--- src/rtl/cfgchain_pkg.sv ---
package cfgchain_pkg;
    localparam int NREG   = 12;
    localparam int ADDR_W = 4;
    localparam int MAXLEN = 320;

    function automatic int reg_len(input int a);
        case (a)
            1:       return 32;
            2:       return 320;
            3:       return 256;
            4:       return 256;
            5:       return 96;
            6:       return 1;
            7:       return 32;
            8:       return 32;
            9:       return 5;
            10:      return 32;
            11:      return 96;
            12:      return 96;
            default: return 0;
        endcase
    endfunction

    function automatic int reg_off(input int a);
        int s;
        s = 0;
        for (int k = 1; k < a; k++) s += reg_len(k);
        return s;
    endfunction

    localparam int TOTAL_BITS = reg_off(NREG + 1);
endpackage

--- src/rtl/cfgchain_sync.sv ---
module cfgchain_sync #(
    parameter int STAGES = 2
) (
    input  logic clk,
    input  logic rst_n,
    input  logic din_a,
    input  logic sck_a,
    input  logic stb_a,
    output logic din_s,
    output logic sck_rise,
    output logic stb_rise
);
    typedef struct packed {
        logic [STAGES:0]   sck;
        logic [STAGES:0]   stb;
        logic [STAGES-1:0] dat;
    } sync_t;

    sync_t st_d, st_q;

    always_comb begin
        st_d     = st_q;
        st_d.sck = {st_q.sck[STAGES-1:0], sck_a};
        st_d.stb = {st_q.stb[STAGES-1:0], stb_a};
        st_d.dat = {st_q.dat[STAGES-2:0], din_a};
    end

    always_ff @(posedge clk or negedge rst_n) begin
        if (!rst_n) st_q <= '0;
        else        st_q <= st_d;
    end

    assign din_s    = st_q.dat[STAGES-1];
    assign sck_rise = st_q.sck[STAGES-1] & ~st_q.sck[STAGES];
    assign stb_rise = st_q.stb[STAGES-1] & ~st_q.stb[STAGES];

    // a detected rise cannot repeat in the very next cycle
    assert_single_rise_R2: assert property (@(posedge clk) disable iff (!rst_n)
        sck_rise |=> !sck_rise);
endmodule

--- src/rtl/cfgchain_ctrl.sv ---
module cfgchain_ctrl
    import cfgchain_pkg::*;
(
    input  logic              clk,
    input  logic              rst_n,
    input  logic              bit_in,
    input  logic              sck_rise,
    input  logic              stb_rise,
    output logic              shift_en,
    output logic              load_en,
    output logic [ADDR_W-1:0] sel,
    output logic              rd_valid,
    output logic [ADDR_W-1:0] rd_addr
);
    localparam int CNT_W = $clog2(ADDR_W + 1);
    localparam logic [CNT_W-1:0]  CNT_FULL = CNT_W'(ADDR_W);
    localparam logic [ADDR_W-1:0] TOP_ADDR = ADDR_W'(NREG);

    typedef struct packed {
        logic [ADDR_W-1:0] addr;
        logic [CNT_W-1:0]  cnt;
    } ctl_t;

    ctl_t st_d, st_q;
    logic done_nx;

    function automatic logic addr_ok(input logic [ADDR_W-1:0] a);
        return (a != '0) && (a <= TOP_ADDR);
    endfunction

    always_comb begin
        st_d = st_q;
        if (sck_rise && st_q.cnt != CNT_FULL) begin
            st_d.addr = {st_q.addr[ADDR_W-2:0], bit_in};
            st_d.cnt  = st_q.cnt + 1'b1;
        end
        done_nx  = (st_d.cnt == CNT_FULL);
        sel      = st_d.addr;
        shift_en = sck_rise && (st_q.cnt == CNT_FULL) && addr_ok(st_q.addr);
        load_en  = stb_rise && done_nx && addr_ok(st_d.addr);
        if (stb_rise) st_d.cnt = '0;
    end

    always_ff @(posedge clk or negedge rst_n) begin
        if (!rst_n) st_q <= '0;
        else        st_q <= st_d;
    end

    assign rd_valid = (st_q.cnt == CNT_FULL) && addr_ok(st_q.addr);
    assign rd_addr  = st_q.addr;

    assert_load_valid_R6: assert property (@(posedge clk) disable iff (!rst_n)
        load_en |-> (sel != '0 && sel <= TOP_ADDR));
    assert_cnt_bound_R2: assert property (@(posedge clk) disable iff (!rst_n)
        st_q.cnt <= CNT_FULL);
    assert_strobe_restart_R10: assert property (@(posedge clk) disable iff (!rst_n)
        stb_rise |=> st_q.cnt == '0);
endmodule

--- src/rtl/cfgchain_cell.sv ---
module cfgchain_cell #(
    parameter int LEN = 32
) (
    input  logic           clk,
    input  logic           rst_n,
    input  logic           din,
    input  logic           shift_en,
    input  logic           load_en,
    output logic [LEN-1:0] shadow,
    output logic           low_bit
);
    typedef struct packed {
        logic [LEN-1:0] sh;
        logic [LEN-1:0] shd;
    } cell_t;

    cell_t st_d, st_q;
    logic [LEN-1:0] sh_moved;

    generate
        if (LEN == 1) begin : g_one
            assign sh_moved = din;
        end else begin : g_many
            assign sh_moved = {din, st_q.sh[LEN-1:1]};
        end
    endgenerate

    always_comb begin
        st_d = st_q;
        if (shift_en) st_d.sh  = sh_moved;
        if (load_en)  st_d.shd = st_d.sh;
    end

    always_ff @(posedge clk or negedge rst_n) begin
        if (!rst_n) st_q <= '0;
        else        st_q <= st_d;
    end

    assign shadow  = st_q.shd;
    assign low_bit = st_q.sh[0];

    assert_shift_top_R3: assert property (@(posedge clk) disable iff (!rst_n)
        shift_en |=> st_q.sh[LEN-1] == $past(din));
    assert_sh_hold_R7: assert property (@(posedge clk) disable iff (!rst_n)
        !shift_en |=> $stable(st_q.sh));
    assert_shadow_hold_R5: assert property (@(posedge clk) disable iff (!rst_n)
        !load_en |=> $stable(st_q.shd));
    assert_coincide_R9: assert property (@(posedge clk) disable iff (!rst_n)
        (shift_en && load_en) |=> st_q.shd[LEN-1] == $past(din));
endmodule

--- src/rtl/cfgchain_top.sv ---
module cfgchain_top
    import cfgchain_pkg::*;
#(
    parameter int SYNC_STAGES = 2
) (
    input  logic         clk,
    input  logic         rst_n,
    input  logic         din,
    input  logic         sck,
    input  logic         strobe,
    output logic         dout,
    output logic [31:0]  spare_word,
    output logic [319:0] vcm_code,
    output logic [255:0] vth_high,
    output logic [255:0] vth_low,
    output logic [95:0]  gain_sel,
    output logic         panic_mode,
    output logic [31:0]  sampler_short,
    output logic [31:0]  analog_on,
    output logic [4:0]   hit_need,
    output logic [31:0]  chan_read,
    output logic [95:0]  aux_trim_a,
    output logic [95:0]  aux_trim_b
);
    logic din_s, sck_rise, stb_rise;
    logic shift_en, load_en, rd_valid;
    logic [ADDR_W-1:0] sel, rd_addr;
    logic [TOTAL_BITS-1:0] all_shd;
    logic [NREG-1:0] low_bits;

    cfgchain_sync #(.STAGES(SYNC_STAGES)) u_sync (
        .clk(clk), .rst_n(rst_n), .din_a(din), .sck_a(sck), .stb_a(strobe),
        .din_s(din_s), .sck_rise(sck_rise), .stb_rise(stb_rise)
    );

    cfgchain_ctrl u_ctrl (
        .clk(clk), .rst_n(rst_n), .bit_in(din_s), .sck_rise(sck_rise),
        .stb_rise(stb_rise), .shift_en(shift_en), .load_en(load_en),
        .sel(sel), .rd_valid(rd_valid), .rd_addr(rd_addr)
    );

    generate
        for (genvar i = 0; i < NREG; i++) begin : g_reg
            localparam int L = reg_len(i + 1);
            localparam int O = reg_off(i + 1);
            localparam logic [ADDR_W-1:0] MY_ADDR = ADDR_W'(i + 1);
            logic hit;
            assign hit = (sel == MY_ADDR);
            cfgchain_cell #(.LEN(L)) u_cell (
                .clk(clk), .rst_n(rst_n), .din(din_s),
                .shift_en(shift_en && hit), .load_en(load_en && hit),
                .shadow(all_shd[O +: L]), .low_bit(low_bits[i])
            );
        end
    endgenerate

    always_comb begin
        dout = 1'b0;
        for (int k = 0; k < NREG; k++)
            if (rd_valid && rd_addr == ADDR_W'(k + 1)) dout = low_bits[k];
    end

    assign spare_word    = all_shd[reg_off(1)  +: 32];
    assign vcm_code      = all_shd[reg_off(2)  +: 320];
    assign vth_high      = all_shd[reg_off(3)  +: 256];
    assign vth_low       = all_shd[reg_off(4)  +: 256];
    assign gain_sel      = all_shd[reg_off(5)  +: 96];
    assign panic_mode    = all_shd[reg_off(6)];
    assign sampler_short = all_shd[reg_off(7)  +: 32];
    assign analog_on     = all_shd[reg_off(8)  +: 32];
    assign hit_need      = all_shd[reg_off(9)  +: 5];
    assign chan_read     = all_shd[reg_off(10) +: 32];
    assign aux_trim_a    = all_shd[reg_off(11) +: 96];
    assign aux_trim_b    = all_shd[reg_off(12) +: 96];

    assert_outputs_stable_R5: assert property (@(posedge clk) disable iff (!rst_n)
        !load_en |=> $stable(all_shd));
    assert_dout_idle_R4: assert property (@(posedge clk) disable iff (!rst_n)
        (stb_rise && !sck_rise) |=> !dout);
endmodule

--- config.mk ---
export PLATFORM = sky130hd
export DESIGN_NAME = cfgchain_top
export DESIGN_NICKNAME = d
export VERILOG_FILES = /design/src/rtl/cfgchain_pkg.sv /design/src/rtl/cfgchain_sync.sv /design/src/rtl/cfgchain_ctrl.sv /design/src/rtl/cfgchain_cell.sv /design/src/rtl/cfgchain_top.sv
export SDC_FILE = /design/constraint.sdc
export NUM_CORES = 2
export LEC_CHECK = 0
export ABC_AREA = 1
export ABC_CLOCK_PERIOD_IN_PS = 2300
export BUFFER_PORTS_ARGS = -buffer_cell sky130_fd_sc_hd__buf_2
export CORE_AREA = 2 2 496 498
export DETAILED_ROUTE_END_ITERATION = 10
export DIE_AREA = 0 0 498 500
export GPL_TIMING_DRIVEN = 1
export PLACE_DENSITY = 0.67
export RECOVER_POWER = 100
export SLEW_MARGIN = 40
export SYNTH_ARGS = -nofsm -noshare
export SYNTH_HDL_FRONTEND = slang
export SYNTH_SLANG_ARGS = --single-unit
--- constraint.sdc ---
create_clock -name clk -period 2.3 [get_ports clk]
set_input_delay 0.115 -clock clk [delete_from_list [all_inputs] [get_ports clk]]
set_output_delay 0.115 -clock clk [all_outputs]
set_load 0.02 [all_outputs]
==> flow_metrics.env <==
export IMPL_outcome="finished, violations left"
export IMPL_failed_checks="max-capacitance violations, max-slew violations, negative setup slack"
export IMPL_fp_dieW_microns=498
export IMPL_arrival_ns=3.60
export IMPL_mostFrequentLayoutCell="nand2_1"
export IMPL_antenna_found_initial=9
export IMPL_synth_seq_area_share_pct=63.4
export IMPL_io_buffers=1259
export IMPL_nNetsFinal=13100
export IMPL_wire_per_inst_microns=20.2
export IMPL_ys_ff_latch=2523
export IMPL_hold_class="reg2reg"
export IMPL_worst_pin_slew_ns=1.65
export IMPL_wl_microns=334000
export IMPL_clock_sinks=2523
export IMPL_grt_pass1_wl_microns=490000
export IMPL_power_w=0.0949
export IMPL_cap_violations=1
export IMPL_die_area_sq_um=249000
export IMPL_syn_cell_area_sq_um=99600
export IMPL_syn_area_per_cell_sq_um=8.82
export IMPL_cts_made_buffers=282
export IMPL_min_period_ns=2.75
export IMPL_dp_hpwl_microns=218000
export IMPL_cts_clk_slew_worst_paths_ns=0.06
export IMPL_slew_headroom_pct=-9.77
export IMPL_htree_levels=5
export IMPL_yosysWarnings=0
export IMPL_end_kind="register"
export IMPL_area_growth_syn_to_layout_pct=31.9
export IMPL_powerDensity_nw_per_um2=722
export IMPL_clkLatencyLatePin_ns=0.95
export IMPL_fin_crit_sh_pct=120
export IMPL_startpoint_type="register"
export IMPL_ios=1260
export IMPL_final_setup_viol_count=2951
export IMPL_cp_data_required_time_ns=3.15
export IMPL_worst_slack_ns=-0.453
export IMPL_drive_above_1_share_pct=23.4
export IMPL_holdWs_ns=0.348
export IMPL_grt_pass1_vias=81400
export IMPL_placed_cells=15800
export IMPL_dr_pass1_iters=7
export IMPL_cts_root_buf="clkbuf_16"
export IMPL_rows=182
export IMPL_die_y_microns=500
export IMPL_finClkSkew_ns=0.0849
export IMPL_drt_vias_per_instance=5.06
export IMPL_p_leak_nw=77.3
export IMPL_initial_core_util_pct=40.8
export IMPL_cts_max_path_buffers=4
export IMPL_fin_cells=16500
export IMPL_worstPathMaxFanout=7
export IMPL_worstSetupPathType="reg2reg"
export IMPL_route_vias_total=83600
export IMPL_grt_usage_pct=25.4
export IMPL_rsz0062_at_grt="true"
export IMPL_postRouteAntennaNets=0
export IMPL_synth_distinct_cells=27
export IMPL_syn_nets=11300
export IMPL_grt_max_degree=90
export IMPL_syn_instance_count=11300
export IMPL_layout_common_cells="nand2_1 (5337), dfrtp_1 (2520), buf_2 (1259)"
export IMPL_drt_iter0_drc=7624
export IMPL_overflow=0
export IMPL_core_sq_um=244000
export IMPL_drc=0
export IMPL_finalHoldViolations=0
export IMPL_ir_worst_vdd_mv=0.673
export IMPL_cts_tree="done"
export IMPL_timing_fmax_ghz=0.363
export IMPL_drv_slew=28
export IMPL_place_congestion=0.921
-- cell type report --
type,count,area (sq um)
clock inverter,76,1100
multi-input combinational,7595,33600
timing repair buffer,2202,19400
sequential,2523,63100
clock buffer,405,8210
inverter,507,1930
tap,3220,4030
fill,21300,113000
antenna,8,20.0
-- logic make-up (layout without fill, tap and decap cells) --
group / after synthesis / in the layout / share of synthesized area [%]
compound gates: 394 / 394 / 2.71
fa+ha+maj: 2 / 2 / 0.0251
buf+inv: 1188 / 3190 / 5.10
flops: 2523 / 2523 / 63.4
other cells: 0 / 8 / 0
simple gates: 7189 / 7199 / 28.8
-- sequential cells by signal, summed over array words and instances, names as in the netlist --
register / cells
u_ctrl.st_q: 3
u_sync.st_q: 2
g.u_cell.sh_moved: 1242
g.u_cell.shadow: 1254
u_sync.st_d: 5
g.u_cell.low_bit: 12
u_sync.din_s: 1
u_ctrl.rd_addr: 4
-- per-stage QoR --
stage	TNS, ns	cell area [sq um]	setup slack (ns)	utilization, %
finish	-684.90	131000	-0.453	53.8
global placement	-273.14	115000	-0.334	46.9
floorplan	0	99600	0.0296	-
CTS	-658.92	129000	-0.482	52.6
detailed placement	-327.60	115000	-0.377	46.9
global route	-1053.23	131000	-0.556	53.8
-- cells in the mapped netlist (all sizes together) --
cell	count	area share, %
o211ai	1	0.0075
o21a	288	2.2
o21ai	5	0.025
nand2	5776	22
clkinv	1	0.0038
nand4	4	0.025
buf	499	2.5
inv	506	1.9
nor3	10	0.082
dfrtp	2523	63
nor2	129	0.52
ha	2	0.025
clkbuf	182	0.69
nand3	1270	6.4
a21oi	100	0.50
-- power breakdown --
| part | internal, W | leakage (nW) | switching [W] |
|---|---|---|---|
| Clock | 0.0276 | 4.59 | 0.0183 |
| Sequential | 0.0447 | 35.2 | 0.000218 |
| Combinational | 0.00140 | 37.5 | 0.00260 |
-- layer usage --
metal	up-vias	GRT usage, %	share of wire (%)
li1	38800	-	-
met1	40700	32.2	39
met2	3196	39.3	46
met3	836	6.41	8.0
met4	4	15.6	7.2
met5	-	0.174	0.022
-- worst max-delay path, stage by stage (launching register included) --
cell	delay (ns)
dfrtp_1	0.40
inv_2	0.10
ha_4	0.14
nand2_4	0.04
buf_4	0.14
nand3_4	0.07
buf_6	0.13
nand2_1	0.07
nand2_2	0.11
buf_6	0.13
nor2_4	0.03
nand2_2	0.08
nand2_4	0.08
buf_6	0.13
nor3_4	0.20
buf_12	0.22
clkbuf_16	0.24
clkbuf_16	0.19
nand2_1	0.09
nand2_1	0.06
-- timing repair --
item,CTS,global route
gates resized for setup,438,431
hold endpoints to repair,2526,0
pin swaps,93,99
setup endpoints to repair,1995,2508
cloned,80,76
buffers inserted,95,36
hold buffers,9,0
-- path summary, 6_finish.rpt --
kind	start	end	cells after the start	slack [ns]
max in group asynchronous	rst_n	g_reg[2].u_cell.shadow[40]	5	-0.23
max	u_ctrl.st_q[0]	g_reg[1].u_cell.shadow[280]	19	-0.45
min	u_sync.st_d[1]	u_sync.din_s	0	0.35
max reg2reg	u_ctrl.st_q[0]	g_reg[1].u_cell.shadow[280]	19	-0.45
min in group asynchronous	rst_n	g_reg[10].u_cell.sh_moved[13]	4	1.37
min reg2reg	u_sync.st_d[1]	u_sync.din_s	0	0.35
Power figures use the tool's default switching activity.
